## src/rtl/bp_pkg.sv

```systemverilog
package bp_pkg;
  typedef enum logic [1:0] {
    ST_SNT = 2'd0,
    ST_WNT = 2'd1,
    ST_WT  = 2'd2,
    ST_ST  = 2'd3
  } bp_state_e;

  function automatic bp_state_e bp_next(input bp_state_e cur, input logic taken);
    unique case (cur)
      ST_SNT:        return taken ? ST_WNT : ST_SNT;
      ST_WNT, ST_WT: return taken ? ST_ST  : ST_SNT;
      default:       return taken ? ST_ST  : ST_WT;
    endcase
  endfunction

  function automatic logic bp_pred(input bp_state_e s);
    return s[1];
  endfunction
endpackage

```

## src/rtl/bp_index.sv

```systemverilog
module bp_index #(
  parameter int PC_W  = 32,
  parameter int IDX_W = 2
) (
  input  logic [PC_W-1:0]  pc_i,
  output logic [IDX_W-1:0] idx_o
);
  logic unused_bits;
  assign unused_bits = ^{pc_i[1:0], pc_i[PC_W-1:IDX_W+2]};
  assign idx_o = pc_i[IDX_W+1:2];
endmodule

```

## src/rtl/bp_entry.sv

```systemverilog
module bp_entry
  import bp_pkg::*;
(
  input  logic      clk_i,
  input  logic      rst_ni,
  input  logic      upd_en_i,
  input  logic      taken_i,
  output bp_state_e state_o
);
  bp_state_e state_q;

  always_ff @(posedge clk_i or negedge rst_ni) begin
    if (!rst_ni)       state_q <= ST_SNT;
    else if (upd_en_i) state_q <= bp_next(state_q, taken_i);
  end

  assign state_o = state_q;

  p_hold_r10: assert property (@(posedge clk_i) disable iff (!rst_ni)
    !upd_en_i |=> $stable(state_q));
  p_drop_r5: assert property (@(posedge clk_i) disable iff (!rst_ni)
    (upd_en_i && !taken_i && state_q != ST_ST) |=> state_q == ST_SNT);
  p_top_hold_r6: assert property (@(posedge clk_i) disable iff (!rst_ni)
    (upd_en_i && taken_i && state_q == ST_ST) |=> state_q == ST_ST);
endmodule

```

## src/rtl/bp_miss_ctr.sv

```systemverilog
module bp_miss_ctr #(
  parameter int CNT_W = 32
) (
  input  logic             clk_i,
  input  logic             rst_ni,
  input  logic             inc_i,
  output logic [CNT_W-1:0] count_o
);
  localparam logic [CNT_W-1:0] CntMax = '1;
  logic [CNT_W-1:0] cnt_q;

  always_ff @(posedge clk_i or negedge rst_ni) begin
    if (!rst_ni)                     cnt_q <= '0;
    else if (inc_i && cnt_q != CntMax) cnt_q <= cnt_q + 1'b1;
  end

  assign count_o = cnt_q;

  p_sat_r9: assert property (@(posedge clk_i) disable iff (!rst_ni)
    (cnt_q == CntMax) |=> cnt_q == CntMax);
  p_step_r7: assert property (@(posedge clk_i) disable iff (!rst_ni)
    !inc_i |=> $stable(cnt_q));
endmodule

```

## src/rtl/bp_predictor.sv

```systemverilog
module bp_predictor
  import bp_pkg::*;
#(
  parameter int PC_W    = 32,
  parameter int ENTRIES = 4,
  parameter int CNT_W   = 32
) (
  input  logic             clk_i,
  input  logic             rst_ni,
  input  logic [PC_W-1:0]  lookup_pc_i,
  output logic             lookup_taken_o,
  input  logic             upd_valid_i,
  input  logic [PC_W-1:0]  upd_pc_i,
  input  logic             upd_taken_i,
  output logic [CNT_W-1:0] miss_count_o
);
  localparam int IDX_W = $clog2(ENTRIES);

  logic [IDX_W-1:0] lkp_idx, upd_idx;
  bp_state_e        state_q [ENTRIES];
  logic             upd_pred, miss;

  bp_index #(.PC_W(PC_W), .IDX_W(IDX_W)) u_lkp_idx (.pc_i(lookup_pc_i), .idx_o(lkp_idx));
  bp_index #(.PC_W(PC_W), .IDX_W(IDX_W)) u_upd_idx (.pc_i(upd_pc_i),    .idx_o(upd_idx));

  for (genvar g = 0; g < ENTRIES; g++) begin : g_entry
    bp_entry u_entry (
      .clk_i   (clk_i),
      .rst_ni  (rst_ni),
      .upd_en_i(upd_valid_i && (upd_idx == IDX_W'(g))),
      .taken_i (upd_taken_i),
      .state_o (state_q[g])
    );
  end

  assign lookup_taken_o = bp_pred(state_q[lkp_idx]);
  assign upd_pred       = bp_pred(state_q[upd_idx]);
  // compare actual outcome with the guess held before this edge
  assign miss           = upd_valid_i && (upd_taken_i != upd_pred);

  bp_miss_ctr #(.CNT_W(CNT_W)) u_miss_ctr (
    .clk_i  (clk_i),
    .rst_ni (rst_ni),
    .inc_i  (miss),
    .count_o(miss_count_o)
  );

  p_mono_r7: assert property (@(posedge clk_i) disable iff (!rst_ni)
    miss_count_o >= $past(miss_count_o));
  p_idle_r10: assert property (@(posedge clk_i) disable iff (!rst_ni)
    !upd_valid_i |=> $stable(miss_count_o));
  p_hit_r7: assert property (@(posedge clk_i) disable iff (!rst_ni)
    (upd_valid_i && upd_taken_i == upd_pred) |=> $stable(miss_count_o));
endmodule

```

## config.mk

```make
export PLATFORM = sky130hd
export DESIGN_NAME = bp_predictor
export DESIGN_NICKNAME = d
export VERILOG_FILES = /design/src/rtl/bp_pkg.sv /design/src/rtl/bp_index.sv /design/src/rtl/bp_entry.sv /design/src/rtl/bp_miss_ctr.sv /design/src/rtl/bp_predictor.sv
export SDC_FILE = /design/constraint.sdc
export NUM_CORES = 1
export LEC_CHECK = 0
export ABC_AREA = 1
export BUFFER_PORTS_ARGS = -buffer_cell sky130_fd_sc_hd__buf_2
export CAP_MARGIN = 20
export CORE_MARGIN = 8
export CORE_UTILIZATION = 45
export DETAILED_ROUTE_END_ITERATION = 10
export PLACE_DENSITY = 0.74
export REMOVE_ABC_BUFFERS = 1
export SETUP_SLACK_MARGIN = 0.5
export SLEW_MARGIN = 25
export SYNTH_ARGS = -nofsm -noshare
export SYNTH_HDL_FRONTEND = slang
export SYNTH_HIERARCHICAL = 1
export SYNTH_SLANG_ARGS = --single-unit
```

## constraint.sdc

```tcl
create_clock -name clk_i -period 3.6 [get_ports clk_i]
set_input_delay 0.18 -clock clk_i [delete_from_list [all_inputs] [get_ports clk_i]]
set_output_delay 0.18 -clock clk_i [all_outputs]
set_load 0.02 [all_outputs]
```

==> flow_summary.json <==
{
  "crit-reg2reg-launch": "g_entry[2].u_entry/state_o[1]",
  "grt_max_degree": 41,
  "syn_area_um2": 2770,
  "ir_worst_vdd_mv": 0.220,
  "dieArea_um2": 8920,
  "dp.cells": 525,
  "final_cell_mix": "nand2_1 (170), nor2_1 (53), inv_1 (48), dfrtp_1 (40), buf_2 (39)",
  "core-area_um2": 5920,
  "worst_setup_path_end_kind": "flop",
  "drc": 0,
  "cts_buffer_depth": 2,
  "track_usage": 0.167,
  "clkLatencyLatePin_ns": 0.30,
  "wirelength_mm": 6.79,
  "die_h_um": 94.4,
  "path_buf_inv": 1,
  "clock_skew_ns": 0.00762,
  "critPathMaxFanout": 6,
  "cts_buffers": 5,
  "worstPathRequired_ns": 3.79,
  "htreeDepth": 2,
  "num_vias": 2674,
  "place_ws_ns": 1.19,
  "final_layout_size_suffix_gt1_frac": 0.148,
  "syn_inst": 419,
  "cp_slowest_stage_delay_ns": 0.41,
  "slew_violations": 0,
  "pin_count": 101,
  "yosysSeqAreaShare": 0.362,
  "period_minus_slack_ns": 2.41,
  "grt_antenna_before_repair": 0,
  "fill_cells": 580,
  "slew_headroom": 0.644,
  "cts.sinks": 40,
  "synth-seq-cells": 40,
  "hp-class": "input pin to flop",
  "setup_viol": 0,
  "rsz0062_at_grt": "false",
  "worstMarginPinSlew_ns": 0.532,
  "avgSynthCellArea_um2": 6.61,
  "drtPass1Iterations": 5,
  "fin_area_um2": 3080,
  "regToRegEndpoint": "u_miss_ctr/count_o[26]",
  "synthTopCellsByArea": "dfrtp_1 (36%), nand2_1 (23%), nor2_1 (7.2%)",
  "final_antenna_net_count": 0,
  "fin_tns_setup_ns": 0,
  "r2r_cells": 13,
  "outcome": "completed",
  "fp.dieW_um": 94.4,
  "timing.final.ws_setup_ns": 1.19,
  "yosysWarningCount": 6,
  "cts_root_buf": "clkbuf_8",
  "critPathKind": "flop to flop",
  "routabilityCongestion": 0.903,
  "hp-start": "upd_taken_i",
  "drt_iter0_drc": 154,
  "nets": 531,
  "max-cap-violations": 0,
  "finalHoldViolCount": 0,
  "cts_tree": "yes",
  "yosysTopAreaCellShare": 0.362,
  "synth.distinct_cells": 26,
  "cp_data_arrival_time_ns": 2.60,
  "cp.depth": 13,
  "io_buffer_count": 40,
  "critPathMostFrequentCell": "nand2_1",
  "dp_hpwl_mm": 5.24,
  "min_path_cells": 3,
  "gr-total-overflow": 0,
  "finalNonFillerCells": 534,
  "min_to": "g_entry[1].u_entry/state_o[0]",
  "p_per_area_nw_per_um2": 372,
  "dpl-instance-area_um2": 2980,
  "rows": 28,
  "start_kind": "flop",
  "crit_family": "simple AND/OR/NAND/NOR gates",
  "n_antenna_cell": 0,
  "syn2layout_area_growth_pct": 11.3,
  "clk_pin_slew_worst_paths_ns": 0.08,
  "r2r_slack_ns": 1.19,
  "layout_commonest_cell": "nand2_1",
  "grt_first_pass_wirelength_mm": 12.0,
  "wl_per_cell_um": 12.7,
  "start_util": 0.467,
  "slowest_stage": "nor2_1",
  "yosys.area.top_type": "dfrtp_1",
  "p_leak_uw": 0.00152,
  "critical_path.cell_chain": "nand2_1, nand2_1, nand2_1, nand3_1, nand2_1, nor2_1, inv_1, nor2_1, nand2_1, nor2_1, nand3_1, nand2_1, nand2_1",
  "startpoint": "g_entry[2].u_entry/state_o[1]",
  "vias_per_cell": 5.01,
  "finalCritPeriodShare": 0.671,
  "grt_pass1_vias": 2681,
  "fmax_mhz": 414
}
## worst max-delay path by stage
stage / end / slack (ns)
after global placement: u_miss_ctr/count_o[18] / 1.23
final: u_miss_ctr/count_o[26] / 1.19
after CTS: u_miss_ctr/count_o[26] / 1.18
after detailed placement: u_miss_ctr/count_o[18] / 1.19
after global routing: u_miss_ctr/count_o[26] / 0.95
after floorplan: u_miss_ctr/count_o[26] / 1.67
## cells in the mapped netlist (all sizes together)
master	count
nor3	5
a32oi	1
nand4	10
nor2	59
nand3b	8
o21ai	7
a21oi	3
ha	5
or2	4
xor2	1
buf	9
o21bai	1
dfrtp	40
nand2	180
nand3	29
xnor2	7
inv	50
## report_power, final
part | leakage [µW] | switching [µW] | internal (µW)
sequential | 0.000539 | 51.5 | 496
combinational | 0.000925 | 181 | 102
clock | 0.0000510 | 162 | 153
## metrics by stage
| step | util | hold WS [ns] | total power (µW) |
|---|---|---|---|
| 6_report | 0.520 | 0.210 | 1150 |
| 2_1_floorplan | - | -0.116 | 747 |
| 5_1_grt | 0.520 | 0.221 | 1240 |
| 4_1_cts | 0.518 | 0.0550 | 1160 |
| 3_5_place_dp | 0.503 | 0.382 | 842 |
| 3_3_place_gp | 0.503 | 0.366 | 824 |
## per-layer routing
layer	global-route usage	wire length [µm]	part of all wire
met2	0.282	3250	0.48
met5	0	0	0
met1	0.201	2970	0.44
met3	0.0341	473	0.070
met4	0.0674	97	0.014
## flip-flops by register name, summed over array words and instances, names as in the netlist
name	count
g_entry.u_entry/state_o	8
u_miss_ctr/count_o	32
## cell families (layout without fill, tap and decap cells)
kind of cell / count (synthesis) / in the layout / synth area share
and+or+nand+nor: 295 / 295 / 0.466
buffers and inverters: 59 / 99 / 0.0990
DFF: 40 / 40 / 0.362
AOI/OAI and AO/OA: 12 / 12 / 0.0253
xor gates and xnor gates: 8 / 8 / 0.0253
adders and majority gates: 5 / 5 / 0.0226
## area by class of cell
cell class | instances | area [µm²] | share of cell area
multi-input cells | 320 | 1490 | 0.485
flip-flops and latches | 40 | 1000 | 0.325
repair buffers | 41 | 213 | 0.0690
inverters | 50 | 188 | 0.0609
well taps | 75 | 93.8 | 0.0305
clock buffers | 6 | 82.6 | 0.0268
clock inverters | 2 | 10.0 | 0.00325
## tightest hold or removal path, stage by stage
cell and delay [ns]:
buf_2 0.15, nand2_1 0.06, o21ai_0 0.07
## what timing repair did
| action | CTS | global route |
|---|---|---|
| gates resized for setup | 0 | 0 |
| hold endpoints to repair | 0 | 40 |
| hold buffers | 0 | 1 |
| buffers inserted | 0 | 0 |
Note: power is estimated with default switching activity, not from simulation.
